--- config.mk ---
export PLATFORM = sky130hd
export DESIGN_NAME = ctm_coeff_loader
export DESIGN_NICKNAME = d
export VERILOG_FILES = /design/src/rtl/ctm_pkg.sv /design/src/rtl/ctm_q_convert.sv /design/src/rtl/ctm_seq_ctrl.sv /design/src/rtl/ctm_coeff_bank.sv /design/src/rtl/ctm_coeff_loader.sv
export SDC_FILE = /design/constraint.sdc
export NUM_CORES = 1
export LEC_CHECK = 0
export ABC_AREA = 1
export BUFFER_PORTS_ARGS = -buffer_cell sky130_fd_sc_hd__buf_2
export CAP_MARGIN = 20
export CORE_MARGIN = 5
export CORE_UTILIZATION = 45
export DETAILED_ROUTE_END_ITERATION = 8
export PLACE_DENSITY = 0.72
export SLEW_MARGIN = 20
export SYNTH_ARGS = -nofsm -noshare
export SYNTH_HDL_FRONTEND = slang
export SYNTH_SLANG_ARGS = --single-unit
--- constraint.sdc ---
create_clock -name clk -period 2.5 [get_ports clk]
set_clock_uncertainty 0.1 [all_clocks]
set_input_delay 0.5 -clock clk [delete_from_list [all_inputs] [get_ports clk]]
set_output_delay 0.5 -clock clk [all_outputs]
set_load 0.01 [all_outputs]
--- src/rtl/ctm_pkg.sv ---
package ctm_pkg;

    localparam int unsigned CTM_COEF_CNT  = 9;
    localparam int unsigned CTM_IN_W      = 64;
    localparam int unsigned CTM_OUT_W     = 15;
    localparam int unsigned CTM_DROP_BITS = 20;
    localparam int unsigned CTM_IDX_W     = 4;

    typedef enum logic [1:0] {
        ST_IDLE   = 2'd0,
        ST_LOAD   = 2'd1,
        ST_APPLY  = 2'd2,
        ST_REFUSE = 2'd3
    } ctm_state_e;

endpackage

--- src/rtl/ctm_q_convert.sv ---
module ctm_q_convert #(
    parameter int unsigned IN_W      = 64,
    parameter int unsigned OUT_W     = 15,
    parameter int unsigned DROP_BITS = 20
) (
    input  logic [IN_W-1:0]  raw,
    output logic [OUT_W-1:0] q_val,
    output logic             q_ovf
);

    localparam int unsigned SIGN_POS = IN_W - 1;
    localparam int unsigned CAND_MSB = DROP_BITS + OUT_W - 1;

    logic             sign_bit;
    logic [OUT_W-1:0] cand;
    logic [OUT_W-1:0] cand_neg;

    // truncating slice: low fraction bits and high magnitude bits both fall away
    assign sign_bit = raw[SIGN_POS];
    assign cand     = raw[CAND_MSB:DROP_BITS];
    assign cand_neg = (~cand) + OUT_W'(1);

    always_comb begin
        q_val = sign_bit ? cand_neg : cand;
        // range test only after negation, so the most negative code survives
        q_ovf = (sign_bit != q_val[OUT_W-1]);
    end

    always_comb begin
        if (CAND_MSB >= SIGN_POS) begin
            a_slice_below_sign_r2 : assert (1'b0)
                else $error("candidate slice overlaps sign bit");
        end
    end

endmodule

--- src/rtl/ctm_seq_ctrl.sv ---
module ctm_seq_ctrl
    import ctm_pkg::*;
#(
    parameter int unsigned COEF_CNT = 9,
    parameter int unsigned IDX_W    = 4
) (
    input  logic             clk,
    input  logic             rst_n,
    input  logic             batch_start,
    input  logic             commit,
    input  logic             wr_en,
    input  logic [IDX_W-1:0] wr_idx,
    input  logic             conv_ovf,
    output logic             wr_accept,
    output logic             do_apply,
    output logic             err_flag
);

    ctm_state_e state_q;
    ctm_state_e state_d;
    logic       err_q;
    logic       idx_ok;
    logic       batch_wr;
    logic       open_req;

    assign idx_ok   = (wr_idx < IDX_W'(COEF_CNT));
    assign open_req = batch_start && ((state_q == ST_IDLE) || (state_q == ST_LOAD));
    assign batch_wr = (state_q == ST_LOAD) && wr_en && !batch_start && !commit;

    // state register
    always_ff @(posedge clk or negedge rst_n) begin
        if (!rst_n) state_q <= ST_IDLE;
        else        state_q <= state_d;
    end

    // transitions: open, accept, reject, settle
    always_comb begin
        state_d = state_q;
        unique case (state_q)
            ST_IDLE: begin
                if (batch_start) state_d = ST_LOAD;
            end
            ST_LOAD: begin
                if (batch_start) state_d = ST_LOAD;
                else if (commit) state_d = err_q ? ST_REFUSE : ST_APPLY;
            end
            ST_APPLY:  state_d = ST_IDLE;
            ST_REFUSE: state_d = ST_IDLE;
            default:   state_d = ST_IDLE;
        endcase
    end

    // outputs
    always_comb begin
        wr_accept = 1'b0;
        do_apply  = 1'b0;
        unique case (state_q)
            ST_LOAD:  wr_accept = batch_wr && idx_ok && !conv_ovf;
            ST_APPLY: do_apply  = 1'b1;
            default: begin
                wr_accept = 1'b0;
                do_apply  = 1'b0;
            end
        endcase
    end

    // sticky batch error
    always_ff @(posedge clk or negedge rst_n) begin
        if (!rst_n)                              err_q <= 1'b0;
        else if (open_req)                       err_q <= 1'b0;
        else if (batch_wr && (!idx_ok || conv_ovf)) err_q <= 1'b1;
    end

    assign err_flag = err_q;

    p_apply_clean_r8 : assert property (@(posedge clk) disable iff (!rst_n)
        (state_q == ST_APPLY) |-> !err_q);

    p_refuse_err_r9 : assert property (@(posedge clk) disable iff (!rst_n)
        (state_q == ST_REFUSE) |-> err_q);

    p_err_sticky_r5 : assert property (@(posedge clk) disable iff (!rst_n)
        (err_q && !batch_start) |=> err_q);

    p_err_clear_r10 : assert property (@(posedge clk) disable iff (!rst_n)
        open_req |=> (!err_q && (state_q == ST_LOAD)));

    p_settle_r12 : assert property (@(posedge clk) disable iff (!rst_n)
        ((state_q == ST_APPLY) || (state_q == ST_REFUSE)) |=> (state_q == ST_IDLE));

endmodule

--- src/rtl/ctm_coeff_bank.sv ---
module ctm_coeff_bank #(
    parameter int unsigned COEF_CNT = 9,
    parameter int unsigned OUT_W    = 15,
    parameter int unsigned IDX_W    = 4
) (
    input  logic                      clk,
    input  logic                      rst_n,
    input  logic                      wr_accept,
    input  logic [IDX_W-1:0]          wr_idx,
    input  logic [OUT_W-1:0]          wr_q,
    input  logic                      do_apply,
    output logic [COEF_CNT*OUT_W-1:0] active_flat
);

    logic [OUT_W-1:0] pending_q [COEF_CNT];
    logic [OUT_W-1:0] active_q  [COEF_CNT];

    for (genvar g = 0; g < COEF_CNT; g++) begin : g_entry
        always_ff @(posedge clk or negedge rst_n) begin
            if (!rst_n)                                         pending_q[g] <= '0;
            else if (wr_accept && (wr_idx == IDX_W'(g)))        pending_q[g] <= wr_q;
        end

        always_ff @(posedge clk or negedge rst_n) begin
            if (!rst_n)        active_q[g] <= '0;
            else if (do_apply) active_q[g] <= pending_q[g];
        end

        assign active_flat[g*OUT_W +: OUT_W] = active_q[g];
    end

    p_active_hold_r8 : assert property (@(posedge clk) disable iff (!rst_n)
        !do_apply |=> $stable(active_flat));

    p_index_range_r6 : assert property (@(posedge clk) disable iff (!rst_n)
        wr_accept |-> (wr_idx < IDX_W'(COEF_CNT)));

endmodule

--- src/rtl/ctm_coeff_loader.sv ---
module ctm_coeff_loader
    import ctm_pkg::*;
#(
    parameter int unsigned COEF_CNT  = CTM_COEF_CNT,
    parameter int unsigned IN_W      = CTM_IN_W,
    parameter int unsigned OUT_W     = CTM_OUT_W,
    parameter int unsigned DROP_BITS = CTM_DROP_BITS,
    parameter int unsigned IDX_W     = CTM_IDX_W
) (
    input  logic                      clk,
    input  logic                      rst_n,
    input  logic                      batch_start,
    input  logic                      commit,
    input  logic                      wr_en,
    input  logic [IDX_W-1:0]          wr_idx,
    input  logic [IN_W-1:0]           wr_data,
    output logic [COEF_CNT*OUT_W-1:0] active_coeffs,
    output logic                      err_flag
);

    logic [OUT_W-1:0] conv_q;
    logic             conv_ovf;
    logic             wr_accept;
    logic             do_apply;

    ctm_q_convert #(
        .IN_W      (IN_W),
        .OUT_W     (OUT_W),
        .DROP_BITS (DROP_BITS)
    ) u_conv (
        .raw   (wr_data),
        .q_val (conv_q),
        .q_ovf (conv_ovf)
    );

    ctm_seq_ctrl #(
        .COEF_CNT (COEF_CNT),
        .IDX_W    (IDX_W)
    ) u_ctrl (
        .clk         (clk),
        .rst_n       (rst_n),
        .batch_start (batch_start),
        .commit      (commit),
        .wr_en       (wr_en),
        .wr_idx      (wr_idx),
        .conv_ovf    (conv_ovf),
        .wr_accept   (wr_accept),
        .do_apply    (do_apply),
        .err_flag    (err_flag)
    );

    ctm_coeff_bank #(
        .COEF_CNT (COEF_CNT),
        .OUT_W    (OUT_W),
        .IDX_W    (IDX_W)
    ) u_bank (
        .clk         (clk),
        .rst_n       (rst_n),
        .wr_accept   (wr_accept),
        .wr_idx      (wr_idx),
        .wr_q        (conv_q),
        .do_apply    (do_apply),
        .active_flat (active_coeffs)
    );

    p_no_overflow_r4 : assert property (@(posedge clk) disable iff (!rst_n)
        wr_accept |-> (wr_data[IN_W-1] == conv_q[OUT_W-1]));

endmodule

After elaboration in Yosys (flattened, before gate mapping) --
Cells that the tools add are included.
Storage, ports and cells: bits in registers 273, output and inout port bits 136
Operators by class: reductions and logical operators 27, eq/ne operators 14, $lt $le $gt $ge 1, bitwise logic cells 1, muxes and demuxes 10, $add $sub $neg 1
Operators with widths (number):
- 4-bit by 3-bit == test with 1-bit output (second input constant) | 4
- 1-bit logical AND | 16
- 15-bit by 1-bit adder with 15-bit output (second input constant) | 1
- 15-bit two-way mux | 1
- 15-bit NOT | 1
- 4-bit by 2-bit == test with 1-bit output (second input constant) | 2
- 2-bit two-way mux | 3
- 2-bit one-hot mux with 3 select lines | 1
- 1-bit two-way mux | 5
- 2-bit == test (second input constant) | 2
- 4-bit by 1-bit == test with 1-bit output (second input constant) | 1
- 4-bit == test (second input constant) | 1
- 1-bit logical NOT | 4
- 4-bit logical NOT | 1
- 4-bit < comparator (second input constant) | 1
- 3-bit inequality test (second input constant) | 1
- 2-bit by 1-bit == test with 1-bit output (second input constant) | 1
- 2-bit logical NOT | 1
- 1-bit logical OR | 2
- 2-bit inequality test (second input constant) | 1
- 2-bit AND reduction | 1
- 2-bit nonzero test | 1
- 2-bit OR reduction | 1
- 1-bit inequality test | 1

Logic depth before layout (Yosys ltp) --
word-level depth 8, gate-level depth with buffers 13, depth with buffers taken out 11

Modules after synthesis --
Synthesis repeated with hierarchy kept, for this count alone.
Second synthesis, totals: cells, all modules 1078, area, all modules 11309.6 um^2
Modules (own cells, without submodules):
- ctm_coeff_bank | area each 10685.2 um^2, cells an instance 969, sequential area each 6756.5 um^2, instances 1
- ctm_q_convert | area each 444.2 um^2, cells an instance 85, sequential area each 0.0 um^2, instances 1
- ctm_seq_ctrl | area each 180.2 um^2, cells an instance 24, sequential area each 75.1 um^2, instances 1

Worst setup path before layout --
No wires, ideal clock.
kind input port to flip-flop, from in wr_data[20], to reg u_bank.pending_q[31] (netlist name), required time 2.281 ns, data arrival time 2.048 ns, path buffers 2, stages on the path 12, slack 0.233 ns, path through clkbuf_1 -> inv_1 -> ha_1 -> nand2_1 -> nor2_2 -> nand3_1 -> nand2_1 -> nand2_2 -> nand4_2 -> buf_2 -> nand2_1 -> nand2_1
Between the ends: cells in the longest elaborated chain, start to end 8
Ends and longest elaborated chain:
- from (decl) | RTL line ctm_coeff_loader.sv:16 | input logic [IN_W-1:0] wr_data,
- 15-bit NOT * | RTL line ctm_q_convert.sv:21 | assign cand_neg = (~cand) + OUT_W'(1);
- 15-bit by 1-bit adder with 15-bit output * | RTL line ctm_q_convert.sv:21
- 15-bit two-way mux * | RTL line ctm_q_convert.sv:24 | q_val = sign_bit ? cand_neg : cand;
- 1-bit inequality test | RTL line ctm_q_convert.sv:26 | q_ovf = (sign_bit != q_val[OUT_W-1]);
- 1-bit logical NOT | RTL line ctm_seq_ctrl.sv:58 | ST_LOAD: wr_accept = batch_wr && idx_ok && !conv_ovf;
- 1-bit logical AND | RTL line ctm_seq_ctrl.sv:58
- 1-bit two-way mux | RTL line ctm_seq_ctrl.sv:57 | unique case (state_q)
- 1-bit logical AND | RTL line ctm_coeff_bank.sv:21 | else if (wr_accept && (wr_idx == IDX_W'(g))) pending_q[g] <= wr_q;
- to (signal, indexed assignment) | RTL line ctm_coeff_bank.sv:21
- to (decl) | RTL line ctm_coeff_bank.sv:15 | logic [OUT_W-1:0] pending_q [COEF_CNT];
Every way passes the cells marked *; elsewhere a longest branch is shown, timed or not. A chain may end at the register's enable or synchronous reset.

Worst setup path in the final report --
from reg u_ctrl.state_q[1], to reg u_bank.pending_q[115] (netlist name)
Between the ends: cells in the longest elaborated chain, start to end 8
Ends and longest elaborated chain:
- from (decl) | RTL line ctm_seq_ctrl.sv:19 | ctm_state_e state_q;
- from (signal assigned) | RTL line ctm_seq_ctrl.sv:33 | else state_q <= state_d;
- 2-bit by 1-bit == test with 1-bit output * | RTL line ctm_seq_ctrl.sv:28, ctm_seq_ctrl.sv:57
- 1-bit logical AND (3 in series) | RTL line ctm_seq_ctrl.sv:28 | assign batch_wr = (state_q == ST_LOAD) && wr_en && !batch_start && !commit;
- 1-bit logical AND (2 in series) | RTL line ctm_seq_ctrl.sv:58
- 1-bit two-way mux * | RTL line ctm_seq_ctrl.sv:57
- 1-bit logical AND * | RTL line ctm_coeff_bank.sv:21
Marked as above.

==> results.py <==
metrics = {
    "detailed_routing": {
        "vias": 8368,
        "postRouteAntennaNets": 0,
        "drc_errors": 0,
        "wire_per_inst_microns": 19.0,
        "first_pass_iters": 5,
        "drt-total-wl_microns": 29300,
        "viasPerCell": 5.43,
        "drt_iter0_drc": 662,
    },
    "logic_synthesis": {
        "synth_fp_nets": 1089,
        "synth_flop_cell": "dfrtp_1",
        "ys_top_cells_by_count": "nand2_1 (310), dfrtp_1 (273), mux2_2 (135), nand4_1 (135), clkbuf_1 (27)",
        "syn_area_per_cell_sq_um": 11.1,
        "netlist_instances": 1015,
        "synthDistinctLibCells": 28,
        "ys_async_sr_fraction_pct": 100,
        "yosysMostFrequentCell": "nand2_1",
        "ys_warn_count": 0,
        "synth_area_sq_um": 11200,
        "synth-seq-area-share_pct": 60.9,
        "synth_top_area_cell": "dfrtp_1",
        "postSynthRegisterBits": 273,
        "synth_top_area_share_pct": 60.9,
        "synth.area.top_cells": "dfrtp_1 (61%), mux2_2 (14%), nand2_1 (10%)",
        "synth-edff-count": 0,
    },
    "cts": {
        "clock_latency_ns": 0.53,
        "clockBufferDepth": 3,
        "cts-htree-levels": 1,
        "cts_buffers": 29,
        "post_cts_buffers": 0,
        "root_buffer": "clkbuf_16",
        "cts_sinks": 273,
        "clk_pin_slew_worst_paths_ns": 0.06,
        "cts_tree": "done",
        "ctsResizeCount": 0,
    },
    "die": {
        "die_y_microns": 168,
        "io_pins": 209,
        "core_sq_um": 24500,
        "die-area_sq_um": 28200,
        "start_util_pct": 45.9,
        "die_w_microns": 168,
        "num_rows": 57,
    },
    "setup_path": {
        "crit_fanout": 56,
        "cp.required_ns": 2.81,
        "r2r_start": "u_ctrl.state_q[1]",
        "r2r_cells": 7,
        "path_cells": "nor2_1 > nand3_1 > nor2_4 > buf_12 > nand4_2 > nand2_1 > nand2_1",
        "cp_slowest_stage_delay_ns": 0.44,
        "regToRegSetupSlack_ns": 0.40,
        "timing.rr.end": "u_bank.pending_q[115]",
        "cpMaxStageDelayCell": "nand4_2",
        "crit_path_end_kind": "register",
        "start_kind": "register",
        "path_class": "register to register",
        "worst_path_most_repeated_cell": "nand2_1",
        "arrival_ns": 2.41,
    },
    "cells_and_area": {
        "drive_gt1_share_pct": 34.2,
        "fin_util_pct": 56.1,
        "area_growth_pct": 22.3,
        "nets": 1271,
    },
    "power_and_ir_drop": {
        "p_per_area_nw_per_um2": 737,
        "peakVddDrop_mv": 0.512,
        "p_leak_nw": 7.78,
    },
    "global_route": {
        "antenna_found_initial": 2,
        "grt_pass1_wl_microns": 46900,
        "grt_pass1_vias": 8223,
        "grtUsageTotal_pct": 20.6,
        "grt_start_max_net_pins": 73,
        "grt_overflow": 0,
    },
    "timing": {
        "slew_headroom_pct": 57.4,
        "worst_pin_slew_ns": 0.634,
        "finalHoldViolCount": 0,
        "fin_crit_sh_pct": 83.9,
        "setup_viol": 0,
        "fin_crit_ns": 2.10,
        "max_freq_mhz": 477,
        "whs_ns": 0.0586,
        "drv_slew": 0,
        "rsz0062_at_grt": "no",
    },
    "status": {
        "outcome": "finished clean",
    },
    "placement": {
        "io_buffers": 160,
        "dpl.hpwl_microns": 19400,
        "gp_congestion": 0.872,
    },
    "hold_path": {
        "hp-class": "primary input to register",
        "whs_endpoint": "u_ctrl.state_q[1]",
        "hold_depth": 2,
        "worstHoldStart": "batch_start",
    },
    "job": {
        "drv_cap": 0,
    },
}
## cells in the final DEF, fill, tap and decap left out, types with 2 or more instances in the layout
master	instances
nand2_1	309
dfrtp_1	273
buf_2	159
nand4_1	135
mux2_2	135
buf_4	45
clkbuf_16	29
inv_1	24
nor2_1	20
buf_12	10
nand3_1	9
nand4_2	9
xor2_1	6
bufinv_16	6
nor3_2	5
clkbuf_1	5
a21oi_1	4
clkinv_2	4
o21ai_0	3
nor3_1	3
clkbuf_8	3
diode_2	2
nor2_2	2
## worst max-delay path: cells and delay by family, from the launching register on
kind                   cells  cell delay (ns)
buffers and inverters      1             0.28
flip-flops                 1             0.43
AND/OR/NAND/NOR            6             1.15
## sequential cells by signal, summed over array words and instances (netlist names)
name / cells
u_ctrl.state_q: 2
u_bank.active_flat: 135
u_bank.pending_q: 135
u_ctrl.err_flag: 1
## metal layers
| layer | vias to the layer above | GRT usage [%] | wire length, microns |
|---|---|---|---|
| met5 | - | 0 | 13 |
| met4 | 2 | 5.82 | 829 |
| met3 | 59 | 3.21 | 2020 |
| met2 | 304 | 33.1 | 13900 |
| met1 | 4150 | 29.3 | 12500 |
| li1 | 3853 | - | - |
## power by group
part           total [mW]  internal (mW)  switching (mW)
Combinational       0.918          0.334           0.584
Sequential           4.71           4.60           0.107
Clock                4.48           2.81            1.67
Total                10.1           7.75            2.36
## metrics by stage
stage               worst slack (ns)  setup TNS [ns]  power [mW]  instance area (sq um)  instances
floorplan                      0.233               0        5.21                  11200       1015
global placement             -0.0390          -0.664        5.69                  12700       1489
detailed placement           -0.0766           -2.66        5.71                  12700       1489
CTS                            0.408               0        10.2                  13700       1538
global route                   0.249               0        10.5                  13700       1539
finish                         0.402               0        10.1                  13700       1540
## final cells by class
type	count	area, sq um
repair buffers	216	1360
inverters	26	97.6
diodes	2	5.00
clock buffers	37	786
multi-input cells	651	4030
well taps	324	405
clock inverters	11	208
fillers	2017	10700
flip-flops and latches	273	6830
## logic make-up (layout without fill, tap and decap cells)
family                     count (synthesis)  after routing  synth area share, %
and+or+nand+nor                          496            496                 20.7
xor gates and xnor gates                   7              7                0.546
other                                      0              2                    0
DFF                                      273            273                 60.9
adders and majority gates                  1              1                0.111
AOI/OAI and AO/OA                         12             12                0.691
buffers and inverters                     91            290                 3.56
muxes                                    135            135                 13.5
## what timing repair did
item                                    CTS  global route
endpoints found under the setup margin    0             0
hold endpoints to repair                 48             0
hold buffers                              1             0
## worst max-delay path by stage
stage	from	to
after CTS	u_ctrl.state_q[1]	u_bank.pending_q[115]
after global routing	u_ctrl.state_q[1]	u_bank.pending_q[115]
after detailed placement	wr_data[21]	u_bank.pending_q[112]
after global placement	wr_data[21]	u_bank.pending_q[32]
final	u_ctrl.state_q[1]	u_bank.pending_q[115]
after floorplan	wr_data[20]	u_bank.pending_q[31]
No activity file was read; power rests on OpenSTA's default activity.
